## src/rtl/priv_pkg.sv

```systemverilog
package priv_pkg;

    localparam logic [4:0] EXC_INT  = 5'd0;
    localparam logic [4:0] EXC_ADEL = 5'd4;
    localparam logic [4:0] EXC_ADES = 5'd5;
    localparam logic [4:0] EXC_CPU  = 5'd11;

    localparam logic [4:0] RSEL_BADV  = 5'd8;
    localparam logic [4:0] RSEL_STAT  = 5'd12;
    localparam logic [4:0] RSEL_CAUSE = 5'd13;
    localparam logic [4:0] RSEL_EPC   = 5'd14;

    localparam logic [31:0] STAT_WMASK = 32'hFE00_FF3F;

    typedef struct packed {
        logic       valid;
        logic [4:0] code;
        logic [1:0] cop;
    } trap_t;

    function automatic logic is_addr_fault(input logic [4:0] c);
        return (c >= 5'd1) && (c <= 5'd5);
    endfunction

endpackage

```

## src/rtl/trap_select.sv

```systemverilog
module trap_select
    import priv_pkg::*;
#(
    parameter int NSRC = 4
) (
    input  logic            clk,
    input  logic            rst,
    input  trap_t           cand [NSRC],
    output trap_t           pick,
    output logic [NSRC-1:0] grant
);

    logic [NSRC-1:0] vld;

    for (genvar g = 0; g < NSRC; g++) begin : g_vld
        assign vld[g] = cand[g].valid;
    end

    always_comb begin
        grant = '0;
        pick  = '0;
        for (int i = NSRC - 1; i >= 0; i--) begin
            if (cand[i].valid) begin
                grant    = '0;
                grant[i] = 1'b1;
                pick     = cand[i];
            end
        end
    end

    AST_ONE_WINNER: assert property (@(posedge clk) disable iff (rst)
        $onehot0(grant) && ((|vld) == (|grant))) else $error("grant not single");
    AST_SYNC_FIRST: assert property (@(posedge clk) disable iff (rst)
        (|vld[NSRC-2:0]) |-> !grant[NSRC-1]) else $error("interrupt beat sync trap");

endmodule

```

## src/rtl/mode_stack.sv

```systemverilog
module mode_stack
    import priv_pkg::*;
(
    input  logic        clk,
    input  logic        rst,
    input  logic        push,
    input  logic        pop,
    input  logic        wr_en,
    input  logic [31:0] wr_data,
    output logic [31:0] stat
);

    always_ff @(posedge clk) begin
        if (rst) begin
            stat <= '0;
        end else if (push) begin
            stat[5:0] <= {stat[3:0], 2'b00};
        end else if (pop) begin
            stat[5:0] <= {stat[5:4], stat[5:2]};
        end else if (wr_en) begin
            stat <= wr_data & STAT_WMASK;
        end
    end

    AST_ENTRY_KERNEL: assert property (@(posedge clk) disable iff (rst)
        push |=> stat[1:0] == 2'b00) else $error("entry not kernel");
    AST_STACK_PUSH: assert property (@(posedge clk) disable iff (rst)
        push |=> stat[5:2] == $past(stat[3:0])) else $error("push lost");
    AST_STACK_POP: assert property (@(posedge clk) disable iff (rst)
        (pop && !push) |=> (stat[3:0] == $past(stat[5:2])) && (stat[5:4] == $past(stat[5:4])))
        else $error("pop wrong");
    AST_RSVD_ZERO: assert property (@(posedge clk) disable iff (rst)
        (stat & ~STAT_WMASK) == 32'd0) else $error("reserved status bit");

endmodule

```

## src/rtl/cp0_trap_ctrl.sv

```systemverilog
module cp0_trap_ctrl
    import priv_pkg::*;
#(
    parameter logic [31:0] VEC_ADDR = 32'h8000_0080,
    parameter int          N_EXT    = 6,
    parameter int          N_SW     = 2
) (
    input  logic             clk,
    input  logic             rst,
    input  logic             core_exc,
    input  logic [4:0]       core_code,
    input  logic [1:0]       core_cop,
    input  logic [31:0]      fault_pc,
    input  logic             in_delay,
    input  logic             acc_valid,
    input  logic             acc_store,
    input  logic [31:0]      acc_addr,
    input  logic [N_EXT-1:0] ext_irq,
    input  logic             rfe,
    input  logic             reg_en,
    input  logic             reg_we,
    input  logic [4:0]       reg_sel,
    input  logic [31:0]      reg_wdata,
    output logic [31:0]      reg_rdata,
    output logic             vec_valid,
    output logic [31:0]      vec_pc,
    output logic             user_mode,
    output logic             int_on
);

    localparam int NIP  = N_EXT + N_SW;
    localparam int NSRC = 4;

    logic [31:0]     stat;
    logic [31:0]     epc_q, badv_q;
    logic            bd_q;
    logic [1:0]      ce_q;
    logic [4:0]      code_q;
    logic [N_SW-1:0] sw_ip_q;
    logic [NIP-1:0]  ip;
    logic            kernel, irq_hit, take, wr_ok;
    trap_t           cand [NSRC];
    trap_t           pick;
    logic [NSRC-1:0] grant;
    logic [31:0]     cause_rd;

    assign kernel  = !stat[1];
    assign ip      = {ext_irq, sw_ip_q};
    assign irq_hit = stat[0] && |(ip & stat[15:8]);

    always_comb begin
        cand[0] = '{valid: core_exc, code: core_code, cop: core_cop};
        cand[1] = '{valid: acc_valid && !kernel && acc_addr[31],
                    code: acc_store ? EXC_ADES : EXC_ADEL, cop: 2'd0};
        cand[2] = '{valid: reg_en && !kernel, code: EXC_CPU, cop: 2'd0};
        cand[3] = '{valid: irq_hit, code: EXC_INT, cop: 2'd0};
    end

    trap_select #(.NSRC(NSRC)) u_sel (
        .clk   (clk),
        .rst   (rst),
        .cand  (cand),
        .pick  (pick),
        .grant (grant)
    );

    assign take  = pick.valid;
    assign wr_ok = reg_en && reg_we && kernel && !take;

    mode_stack u_stack (
        .clk     (clk),
        .rst     (rst),
        .push    (take),
        .pop     (rfe),
        .wr_en   (wr_ok && (reg_sel == RSEL_STAT)),
        .wr_data (reg_wdata),
        .stat    (stat)
    );

    always_ff @(posedge clk) begin
        if (rst) begin
            epc_q     <= '0;
            badv_q    <= '0;
            bd_q      <= 1'b0;
            ce_q      <= '0;
            code_q    <= '0;
            sw_ip_q   <= '0;
            vec_valid <= 1'b0;
        end else begin
            vec_valid <= take;
            if (take) begin
                bd_q   <= in_delay;
                ce_q   <= pick.cop;
                code_q <= pick.code;
                epc_q  <= in_delay ? (fault_pc - 32'd4) : fault_pc;
                if (is_addr_fault(pick.code)) begin
                    badv_q <= acc_addr;
                end
            end else if (wr_ok) begin
                if (reg_sel == RSEL_CAUSE) sw_ip_q <= reg_wdata[8 +: N_SW];
                if (reg_sel == RSEL_EPC)   epc_q   <= reg_wdata;
            end
        end
    end

    always_comb begin
        cause_rd         = '0;
        cause_rd[31]     = bd_q;
        cause_rd[29:28]  = ce_q;
        cause_rd[8 +: NIP] = ip;
        cause_rd[6:2]    = code_q;
    end

    always_comb begin
        reg_rdata = '0;
        if (reg_en && kernel) begin
            case (reg_sel)
                RSEL_BADV:  reg_rdata = badv_q;
                RSEL_STAT:  reg_rdata = stat;
                RSEL_CAUSE: reg_rdata = cause_rd;
                RSEL_EPC:   reg_rdata = epc_q;
                default:    reg_rdata = '0;
            endcase
        end
    end

    assign vec_pc    = vec_valid ? VEC_ADDR : '0;
    assign user_mode = stat[1];
    assign int_on    = stat[0];

    AST_REDIRECT_NEXT: assert property (@(posedge clk) disable iff (rst)
        take |=> vec_valid && (vec_pc == VEC_ADDR)) else $error("no redirect");
    AST_REDIRECT_ONLY: assert property (@(posedge clk) disable iff (rst)
        !take |=> !vec_valid) else $error("spurious redirect");
    AST_BADV_HOLD: assert property (@(posedge clk) disable iff (rst)
        !(take && is_addr_fault(pick.code)) |=> $stable(badv_q)) else $error("badv moved");
    AST_USER_NO_RD: assert property (@(posedge clk) disable iff (rst)
        !kernel |-> reg_rdata == 32'd0) else $error("user read leaked");

endmodule

```

## config.mk

```make
export PLATFORM = sky130hd
export DESIGN_NAME = cp0_trap_ctrl
export DESIGN_NICKNAME = d
export VERILOG_FILES = /design/src/rtl/priv_pkg.sv /design/src/rtl/trap_select.sv /design/src/rtl/mode_stack.sv /design/src/rtl/cp0_trap_ctrl.sv
export SDC_FILE = /design/constraint.sdc
export NUM_CORES = 1
export LEC_CHECK = 0
export BUFFER_PORTS_ARGS = -buffer_cell sky130_fd_sc_hd__buf_2
export CAP_MARGIN = 20
export CORE_MARGIN = 1
export CORE_UTILIZATION = 46
export CTS_CLUSTER_DIAMETER = 60
export DETAILED_ROUTE_END_ITERATION = 10
export GPL_TIMING_DRIVEN = 0
export PLACE_DENSITY = 0.77
export REMOVE_ABC_BUFFERS = 1
export SETUP_SLACK_MARGIN = 0.15
export SYNTH_ARGS = -nofsm -noshare
export SYNTH_HDL_FRONTEND = slang
export SYNTH_SLANG_ARGS = --single-unit
```

## constraint.sdc

```tcl
create_clock -name clk -period 2.04 [get_ports clk]
set_input_delay 0.102 -clock clk [delete_from_list [all_inputs] [get_ports clk]]
set_output_delay 0.102 -clock clk [all_outputs]
set_load 0.05 [all_outputs]
```

## After elaboration in Yosys (flattened, before gate mapping)

Index checks and enable logic that the tools add are counted.

- $add $sub $neg: 1
- Divide/modulo/power cells: 0
- Equality and inequality tests: 5
- Multiply operators: 0
- Reduce and logical (&&, ||, !) cells: 24
- Muxes and demuxes: 15
- Order comparisons: 2
- Bitwise operators: 3
- Shift-type cells: 0

Operators with widths:

| cell | number |
|---|---|
| 2-to-1 mux 32 bit | 6 |
| one-hot mux 32 bit (4 select lines) | 1 |
| 2-to-1 mux 8 bit | 4 |
| subtractor 32 x 3 -> 32 bit, second input constant | 1 |
| == test 5 x 4 -> 1 bit, second input constant | 4 |
| 2-to-1 mux 6 bit | 3 |
| logical AND 1 bit | 10 |
| bitwise AND 8 bit | 1 |
| nonzero test 2 bit | 4 |
| OR reduction 8 bit | 1 |
| AND reduction 2 bit | 3 |
| AND reduction 3 bit | 2 |
| greater-or-equal comparator 5 x 1 -> 1 bit, second input constant | 1 |
| <= comparator 5 x 3 -> 1 bit, second input constant | 1 |
| nonzero test 3 bit | 1 |
| zero test 1 bit | 2 |
| inequality test 2 x 1 -> 1 bit, second input constant | 1 |
| NOT 1 bit | 2 |
| OR reduction 2 bit | 1 |
| 2-to-1 mux 1 bit | 1 |

- ROM bits: 0
- Logic and storage cells: 61
- Bits in writable memories: 0
- Output and inout port bits: 67
- Memories: 0
- Bits in registers: 96
- Bits in latches: 0
- Input port bits: 123

## Longest topological paths before layout

Gate-level depths: netlist (run 1).

- Depth in word-level cells: 13
- Mapped depth: 7
- Gate-level depth less buffers: 6

## Cells and area by module

A second synthesis (run 1) with hierarchy kept.

- Cell total of the unflattened synthesis: 745
- Area total of the unflattened synthesis: 5941.9 um2

By module, submodules not included:

| module | area each (um2) | times used | seq. area each (um2) | cells each |
|---|---|---|---|---|
| cp0_trap_ctrl | 4707.0 | 1 | 1501.4 | 598 |
| mode_stack | 1004.7 | 1 | 420.4 | 113 |
| trap_select | 230.2 | 1 | 0.0 | 34 |

## Worst setup path before layout (run 1)

OpenSTA, ideal clock, no wires.

- Path kind: register -> output
- Start point: register u_stack.stat[1]
- End point: output reg_rdata[15]
- Path slack: -0.541 ns
- Arrival: 2.479 ns
- Stages on the path, launching flop included: 6
- Cell sequence: dfxtp_1 -> clkbuf_1 -> or4b_2 -> clkbuf_1 -> clkbuf_1 -> a21oi_1

- Word-level cells in the longest chain between the ends: 3

Ends and longest elaborated chain:

| what | RTL line | RTL |
|---|---|---|
| start, declared | mode_stack.sv:10 | `output logic [31:0] stat` |
| start signal, assigned | mode_stack.sv:17 | `stat[5:0] <= {stat[3:0], 2'b00};` |
| start signal, assigned | mode_stack.sv:19 | `stat[5:0] <= {stat[5:4], stat[5:2]};` |
| start signal, assigned | mode_stack.sv:21 | `stat <= wr_data & STAT_WMASK;` |
| zero test 1 bit | cp0_trap_ctrl.sv:47 | `assign kernel = !stat[1];` |
| logical AND 1 bit | cp0_trap_ctrl.sv:116 | `if (reg_en && kernel) begin` |
| 2-to-1 mux 32 bit | cp0_trap_ctrl.sv:116 |  |
| end, declared | cp0_trap_ctrl.sv:24 | `output logic [31:0] reg_rdata,` |

No other way between the ends.

## Final worst setup path (run 1)

- Start point: register u_stack.stat[1]
- End point: register epc_q[5]

- Word-level cells in the longest chain between the ends: 8
- Elaborated cells on any way between the ends: 14
- Those cells by class: mux (4); reduce/logical (10)

Ends and longest elaborated chain:

| what | RTL line | RTL |
|---|---|---|
| logical AND 1 bit, on equally long branches | cp0_trap_ctrl.sv:55, cp0_trap_ctrl.sv:53 |  |
| 2-to-1 mux 8 bit or logical AND 1 bit (tied branches) | trap_select.sv:23, cp0_trap_ctrl.sv:53 |  |
| 2-to-1 mux 8 bit (2 in a row) | trap_select.sv:23 | `if (cand[i].valid) begin` |
| zero test 1 bit | cp0_trap_ctrl.sv:68 | `assign wr_ok = reg_en && reg_we && kernel && !take;` |
| logical AND 1 bit | cp0_trap_ctrl.sv:68 |  |
| nonzero test 2 bit (no line) | - |  |
| AND reduction 2 bit (no line) | - |  |
| end signal, assigned | cp0_trap_ctrl.sv:95 | `epc_q <= in_delay ? (fault_pc - 32'd4) : fault_pc;` |
| end signal, assigned | cp0_trap_ctrl.sv:101 | `if (reg_sel == RSEL_EPC) epc_q <= reg_wdata;` |
| end, declared | cp0_trap_ctrl.sv:35 | `logic [31:0] epc_q, badv_q;` |

Several ways; a longest one is shown, not always the timed one.
A chain may end at the register's enable or synchronous reset.

==> results of run 1 <==
cells in the mapped netlist (2+ instances only):
master	instances
dfxtp_1	96
nor2_1	62
clkbuf_1	58
mux2i_1	45
a21oi_1	42
a22oi_1	42
buf_4	32
o31ai_1	29
a2111oi_0	23
a211oi_1	23
o31a_1	23
nand4_1	20
or4_1	17
a311oi_1	16
nand2_1	15
nand3_1	11
nor3_1	9
or3_1	9
inv_1	8
a222oi_1	7
nand2b_1	7
o21ai_0	7
a31oi_1	5
nor4_1	5
xor2_1	5
a22o_1	4
xnor2_1	4
and3b_1	3
buf_1	3
buf_2	3
nand4b_1	3
nor2b_1	3
nor3b_1	3
a21boi_0	2
a21o_1	2
nand3b_1	2
nor4_2	2
o21a_1	2
o41ai_1	2
worst max-delay path, delay by kind of cell, from the launching register on:
kind	cells	cell delay (ps)
compound gates	1	110
buf+inv	3	580
flops	1	410
mux	1	310
simple gates	2	470
what timing repair did:
action,CTS,global route
pin swaps,20,29
endpoints found under the hold margin,27,0
cloned,6,7
hold buffers,27,0
gates resized for setup,110,99
setup buffers,31,13
setup endpoints to repair,128,120
where the power goes:
| group | total, mW | internal, mW | switching, mW | leakage [nW] |
|---|---|---|---|---|
| Clock | 1.70 | 0.922 | 0.776 | 0.145 |
| Combinational | 1.05 | 0.405 | 0.648 | 2.17 |
| Sequential | 2.05 | 1.98 | 0.0723 | 0.790 |
| Total | 4.80 | 3.30 | 1.50 | 3.10 |
state kept, by name, summed over array words and instances, names as in the netlist:
name / count
vec_valid: 1
u_stack.stat: 21
badv_q: 32
sw_ip_q: 2
ce_q: 2
code_q: 5
epc_q: 32
bd_q: 1
worst max path at each step:
stage,startpoint,endpoint,slack (ps)
final,u_stack.stat[1],epc_q[5],30
after global routing,u_stack.stat[14],epc_q[10],40
after CTS,u_stack.stat[8],epc_q[24],80
after detailed placement,u_stack.stat[14],u_stack.stat[1],-980
after global placement,u_stack.stat[1],epc_q[31],-3980
after floorplan,u_stack.stat[1],epc_q[15],-1880
metal layers:
metal  part of all wire  up-vias  global-route usage  wire [µm]
met5                  0        -                   0          0
met4              0.053        0               0.172       1350
met3               0.12      144              0.0760       3120
met2               0.46      621               0.567      11600
met1               0.37     3391               0.449       9380
li1                   -     3038                   -          -
cells by family (layout without fill, tap and decap cells):
family                   Yosys count  in the layout
XOR/XNOR                           9              9
other                              1             32
flip-flops                        96             96
AND/OR/NAND/NOR                  179            185
multiplexers                      46             46
buffers and inverters            104            271
AO/OA/AOI/OAI                    236            240
adder cells (fa/ha/maj)            2              2
stage by stage:
stage	util	setup TNS, ps	hold slack [ps]	power, mW
final	0.711	0	-13.1	4.80
after global routing	0.711	0	7.66	4.93
after CTS	0.657	0	0.454	4.64
after detailed placement	0.550	-63100	347	2.88
after global placement	0.527	-330750	337	2.82
after floorplan	-	-174860	171	2.52
layout make-up:
| type | instances | area share |
|---|---|---|
| Clock buffer | 13 | 0.0314 |
| Sequential cell | 96 | 0.224 |
| Tap cell | 168 | 0.0244 |
| Multi-Input combinational cell | 512 | 0.482 |
| Antenna cell | 2 | 0.000581 |
| Timing Repair Buffer | 247 | 0.233 |
| Inverter | 8 | 0.00349 |
| Clock inverter | 3 | 0.00174 |
==> summary.txt, run 1 <==
CRITICAL PATH
--------------------------------------------------------------------------------------
Path depth of the worst reg2reg path                                                 7
Crit path max fanout                                                                 7
Worst EP arrival                                                               2240 ps
Category of the worst setup path capture point                                    flop
Reg-to-reg endpoint                                                           epc_q[5]
Register-to-Register Setup Slack                                                 30 ps
R2R Path Start                                                            u_stack.stat[1]
Critical path launch point type                                                   flop
Type of the worst setup path                                              flop to flop
Critical path required time                                                    2270 ps
Cell repeated most along the worst path                                          buf_4
Critical-path top delay cell                                                   dfxtp_4
Cells along the critical path                                             nand3b_1, buf_4, nor3_4, buf_12, buf_4, mux2i_1, a211oi_1
Crit path largest cell delay                                                    410 ps

GLOBAL ROUTE
--------------------------------------------------------------------------------------
Largest net degree at the start of global routing                                   65
Via count of the first global-routing pass                                        6435
First-pass GRT wire length                                                    34900 µm
Total overflow reported by the global router                                         0
Global routing usage summed across all routing layers                            0.352
Initial antenna violation count                                                      0

OUTCOME
--------------------------------------------------------------------------------------
Run status                                                                complete, but fails checks
Violations in the final reports                                           negative hold slack

CLOCKING
--------------------------------------------------------------------------------------
Bufs on Longest Clock Path                                                           2
CTS Buf Count                                                                        9
Clock Root Buffer                                                            clkbuf_16
Clock latency reported for the late side of the worst-skew pair                 360 ps
Maximum level of the CTS H-tree                                                      3
Clock slew at the register clock pins of the worst setup and hold paths          70 ps
Total number of clock tree sinks                                                    96
TritonCTS clock tree                                                             built

JOB
--------------------------------------------------------------------------------------
Max Cap Violations                                                                   0

STA
--------------------------------------------------------------------------------------
Setup violators final                                                                0
Maximum clock skew at final layout                                             5.41 ps
Final hold slack                                                              -13.1 ps
Worst Max-Slew Pin Slew                                                         727 ps
Endpoints failing hold                                                               2
Tightest slew margin relative to the limit                                       0.511
Fmax achieved                                                                  498 MHz
RSZ-0062 raised after global routing                                              true
Count of pins over their slew limit                                                  0
Final worst path period share                                                    0.984
Setup slack of the critical path after layout                                  32.5 ps
Time the worst path needs with I/O delays and setup                            2010 ps

PLACEMENT
--------------------------------------------------------------------------------------
Global placer's final weighted congestion                                        0.861
Number of placed instances, taps included                                          947
HPWL after detailed placement                                                 13700 µm
Port Buffer Count                                                                  159
Cell area after placement                                                  0.00666 mm²
Pre-CTS setup slack                                                            -981 ps

FLOORPLAN
--------------------------------------------------------------------------------------
Die outline height                                                              114 µm
Die boundary width                                                              114 µm
Standard-cell rows                                                                  40
Ports placed on the boundary                                                       190
Floorplan core area                                                         0.0121 mm²
Die ar.                                                                     0.0129 mm²
Starting density of the core                                                     0.475

LOGIC SYNTHESIS
--------------------------------------------------------------------------------------
Synthesized netlist cell count                                                     673
Largest family of logic cells by synthesized area                         compound AO/OA/AOI/OAI gates
Proportion of netlist area held by the largest area contributor                  0.334
Fraction of the mapped netlist area in simple logic gates                        0.170
Post-synthesis sequential element count                                             96
Post-synthesis average cell area                                              8.54 µm²
Mux share of post-synthesis cell area                                           0.0803
Number of different library cells in the post-synthesis netlist                     58
FFs w/ async S/R, synth                                                              0
Most area-hungry cell type in the Yosys netlist                                dfxtp_1
Area fraction in compound gates after synthesis                                  0.307
Post-Syn Area                                                              0.00575 mm²
Top post-synthesis cells by area                                          dfxtp_1 33%, mux2i_1 7.8%, a22oi_1 5.5%, buf_4 4.2%, nor2_1 4.0%
Synth Area in Adders                                                           0.00392
Primary flip-flop cell chosen by synthesis mapping                             dfxtp_1
Fraction of the yosys area taken by sequential cells                             0.334
Xor and xnor area share after synthesis                                         0.0137
Number of flops mapped to enable cells by yosys                                      0
Number of synthesis warnings                                                         0

POWER AND IR DROP
--------------------------------------------------------------------------------------
Total power per unit cell area                                              557 mW/mm²
Maximum vdd drop                                                                340 µV
Leakage power                                                                  3.10 nW

HOLD PATH
--------------------------------------------------------------------------------------
WHS Path Cells                                                                       3
Critical hold path startpoint                                             acc_addr[21]
Worst-case hold path end point                                              badv_q[21]
Tightest Hold Check Type                                                  input pin to flop

LAYOUT
--------------------------------------------------------------------------------------
Commonest non-fill, non-tap cell in the layout                                   buf_2
Most frequent cells in the layout                                         126 x buf_2, 94 x dfxtp_1, 47 x nor2_1
Synth-to-Final Area Change                                                       49.9%
Fill cell count                                                                    899
Fraction of layout instances using a drive strength above 1                      0.374
Non-filler cells, final                                                           1049
Flip-flop and latch area                                                   0.00193 mm²
Finished layout cell area                                                  0.00862 mm²
Final-stage net count                                                              998
Total area of multi-input combinational cells                              0.00416 mm²

DETAILED ROUTING
--------------------------------------------------------------------------------------
Count of vias placed by the detailed router                                       7194
Final Routed Wirelength                                                       25500 µm
Violation count after the first detailed-routing iteration                         933
Residual DRC count                                                                   0
Wire length per cell after detailed routing                                    24.3 µm
Pre-antenna DRT Iters                                                                8
Count of nets left with antenna violations after detail routing                      0
Via density per instance                                                          6.86

(Power assumes the default switching activity.)
==> run 2: changes to the inputs <==
==> constraint.sdc (replaced) <==
create_clock -name clk -period 2.04 [get_ports clk]
set_input_delay 0.102 -clock clk [delete_from_list [all_inputs] [get_ports clk]]
set_output_delay 0.102 -clock clk [all_outputs]
set_load 0.02 [all_outputs]
==> run 2 against run 1 <==
  * The run still ends with negative hold slack left
  * Sequential power barely moved
  * Via count fell by 1.8%
  * Final cell count rose by 0.67%
  * Critical path type unchanged
  * Power fell by 1.5%
  * Global-route usage rose by 0.74 points
  * Combinational power fell by 6%
  * Design area fell by 0.10%
  * Sequential cell count did not move
  * Largest power group unchanged
==> summary.txt, run 2 (same netlist as run 1, synthesis figures left out) <==
STA
--------------------------------------------------------------------------------------
Fmax achieved                                                                  504 MHz   +1.3%
Setup violators final                                                                0   unchanged
Endpoints failing hold                                                               3   +1
Worst Max-Slew Pin Slew                                                        1150 ps   +425 ps
Final hold slack                                                              -5.36 ps   +7.69 ps
Final worst path period share                                                    0.972   -0.0123
Count of pins over their slew limit                                                  0   unchanged
Maximum clock skew at final layout                                             4.20 ps   -1.21 ps
RSZ-0062 raised after global routing                                              true
Time the worst path needs with I/O delays and setup                            1980 ps   -25.2 ps
Tightest slew margin relative to the limit                                       0.232   -0.279

LAYOUT
--------------------------------------------------------------------------------------
Synth-to-Final Area Change                                                       49.7%
Fraction of the core area covered by cells at the end of the flow                0.711   -0.000724
Commonest non-fill, non-tap cell in the layout                                   buf_2
Non-filler cells, final                                                           1056   +0.67%
Largest registers ranked by flip-flop count                               badv_q (32), epc_q (32), u_stack.stat (21)
Final-stage net count                                                             1005   +0.70%
Most frequent cells in the layout                                         143 x buf_2, 91 x dfxtp_1, 55 x nor2_1
Fraction of layout instances using a drive strength above 1                      0.396   +0.0219

CRITICAL PATH
--------------------------------------------------------------------------------------
Source of the critical timing path                                        u_stack.stat[11]
Critical-path top delay cell                                                    o41a_2
Category of the worst setup path capture point                                    flop
Critical path required time                                                    2270 ps   about the same
Crit path largest cell delay                                                    590 ps   +180 ps
Type of the worst setup path                                              flop to flop
Worst EP arrival                                                               2210 ps   -30 ps
Crit path max fanout                                                                 6   -1
R2R Path Start                                                            u_stack.stat[11]
Cells along the critical path                                             a22o_4, buf_4, o41a_2, o31ai_2, a21oi_1
Critical path launch point type                                                   flop

CLOCKING
--------------------------------------------------------------------------------------
Bufs on Longest Clock Path                                                           2   unchanged
Clock latency reported for the late side of the worst-skew pair                 360 ps   about the same
Clock slew at the register clock pins of the worst setup and hold paths          70 ps   about the same
Total number of clock tree sinks                                                    96   unchanged
TritonCTS clock tree                                                             built
Clock Root Buffer                                                            clkbuf_16
CTS Buf Count                                                                        9   unchanged
Maximum level of the CTS H-tree                                                      3   unchanged

DETAILED ROUTING
--------------------------------------------------------------------------------------
Residual DRC count                                                                   0   unchanged
Wire length per cell after detailed routing                                    24.0 µm   -1.4%
Count of nets left with antenna violations after detail routing                      0   unchanged
Count of vias placed by the detailed router                                       7062   -1.8%
Pre-antenna DRT Iters                                                                6   -2
Violation count after the first detailed-routing iteration                         830   -11%
Via density per instance                                                          6.69   -2.5%
Final Routed Wirelength                                                       25300 µm   -0.74%

FLOORPLAN
--------------------------------------------------------------------------------------
Die boundary width                                                              114 µm   unchanged
Die ar.                                                                     0.0129 mm²   unchanged
Standard-cell rows                                                                  40   unchanged
Ports placed on the boundary                                                       190   unchanged
Die outline height                                                              114 µm   unchanged
Floorplan core area                                                         0.0121 mm²   unchanged
Starting density of the core                                                     0.475   unchanged

PLACEMENT
--------------------------------------------------------------------------------------
Port Buffer Count                                                                  159   unchanged
Global placer's final weighted congestion                                        0.861   unchanged
Number of placed instances, taps included                                          947   unchanged
HPWL after detailed placement                                                 13700 µm   unchanged

HOLD PATH
--------------------------------------------------------------------------------------
Critical hold path startpoint                                             acc_addr[21]
Tightest Hold Check Type                                                  input pin to flop

JOB
--------------------------------------------------------------------------------------
Max Cap Violations                                                                   0   unchanged

OUTCOME
--------------------------------------------------------------------------------------
Run status                                                                complete, but fails checks
Violations in the final reports                                           negative hold slack

GLOBAL ROUTE
--------------------------------------------------------------------------------------
First-pass GRT wire length                                                    35400 µm   +1.4%
Largest net degree at the start of global routing                                   65   unchanged
Initial antenna violation count                                                      1   +1
Global routing usage summed across all routing layers                            0.360   +0.00738
Via count of the first global-routing pass                                        6482   +0.73%
Total overflow reported by the global router                                         0   unchanged

POWER AND IR DROP
--------------------------------------------------------------------------------------
Total power per unit cell area                                              549 mW/mm²   -1.4%
Maximum vdd drop                                                                319 µV   -6.3%
Leakage power                                                                  3.17 nW   +2.0%

[run 2: cell count changes in the layout (fill, tap and decap cells not counted), moves of 8 or more]
cell / change
buf_6: -20
a311oi_2: +9
nor2_1: +8
buf_4: +15
a311oi_1: -9
nor2_4: -10
buf_2: +17
[run 2: final cells by class]
cell class                 count  area [µm²]
fill                         909        3500
clock buffer                  13         270
multi-input combinational    512        4240
tap                          168         210
inverter                       8        30.0
clock inverter                 3        15.0
antenna                        2        5.00
timing repair buffer         254        1900
sequential                    96        1930
[run 2: power breakdown]
part | total [mW] | switching (mW) | internal (mW) | leakage (nW)
sequential | 2.05 | 0.0703 | 1.98 | 0.791
clock | 1.69 | 0.772 | 0.922 | 0.145
combinational | 0.987 | 0.572 | 0.415 | 2.23
total | 4.73 | 1.41 | 3.31 | 3.17
[run 2: critical path: cells and delay by family (launching register included)]
| kind | cells | cell delay, ps |
|---|---|---|
| compound gates | 4 | 1360 |
| buf+inv | 1 | 150 |
| flops | 1 | 340 |
[run 2: timing repair]
item,in CTS,in global routing
gates resized for setup,58,115
hold endpoints to repair,27,0
hold buffers,27,0
setup buffers,31,20
setup endpoints to repair,128,91
cloned,11,2
pin swaps,19,31
[run 2: through the flow]
step | worst slack (ps) | power, mW | hold WS [ps] | cell area (µm²) | setup TNS (ps)
2_1_floorplan | -1720 | 2.44 | 171 | 5370 | -150050
6_report | 57.7 | 4.73 | -5.36 | 8610 | 0
5_1_grt | 5.60 | 4.87 | 12.0 | 8600 | 0
3_3_place_gp | -3980 | 2.74 | 337 | 6380 | -327590
3_5_place_dp | -981 | 2.79 | 347 | 6660 | -59930
4_1_cts | 50.6 | 4.56 | 0.454 | 7840 | 0
[run 2: final timing paths]
path                                         end  slack, ps  cells past startpoint
worst max-delay path            u_stack.stat[10]         60                      5
worst max register to register  u_stack.stat[10]         60                      5
worst min register to register           ce_q[1]        470                      2
worst min-delay path                  badv_q[21]         -5                      3
[run 2: metal layers]
metal  global-route usage  wire (µm)  vias up
met4                0.193       1340        0
met1                0.461       9430     3333
met3               0.0829       3010      123
met2                0.562      11500      557
li1                     -          -     3049
met5              0.00784          0        -
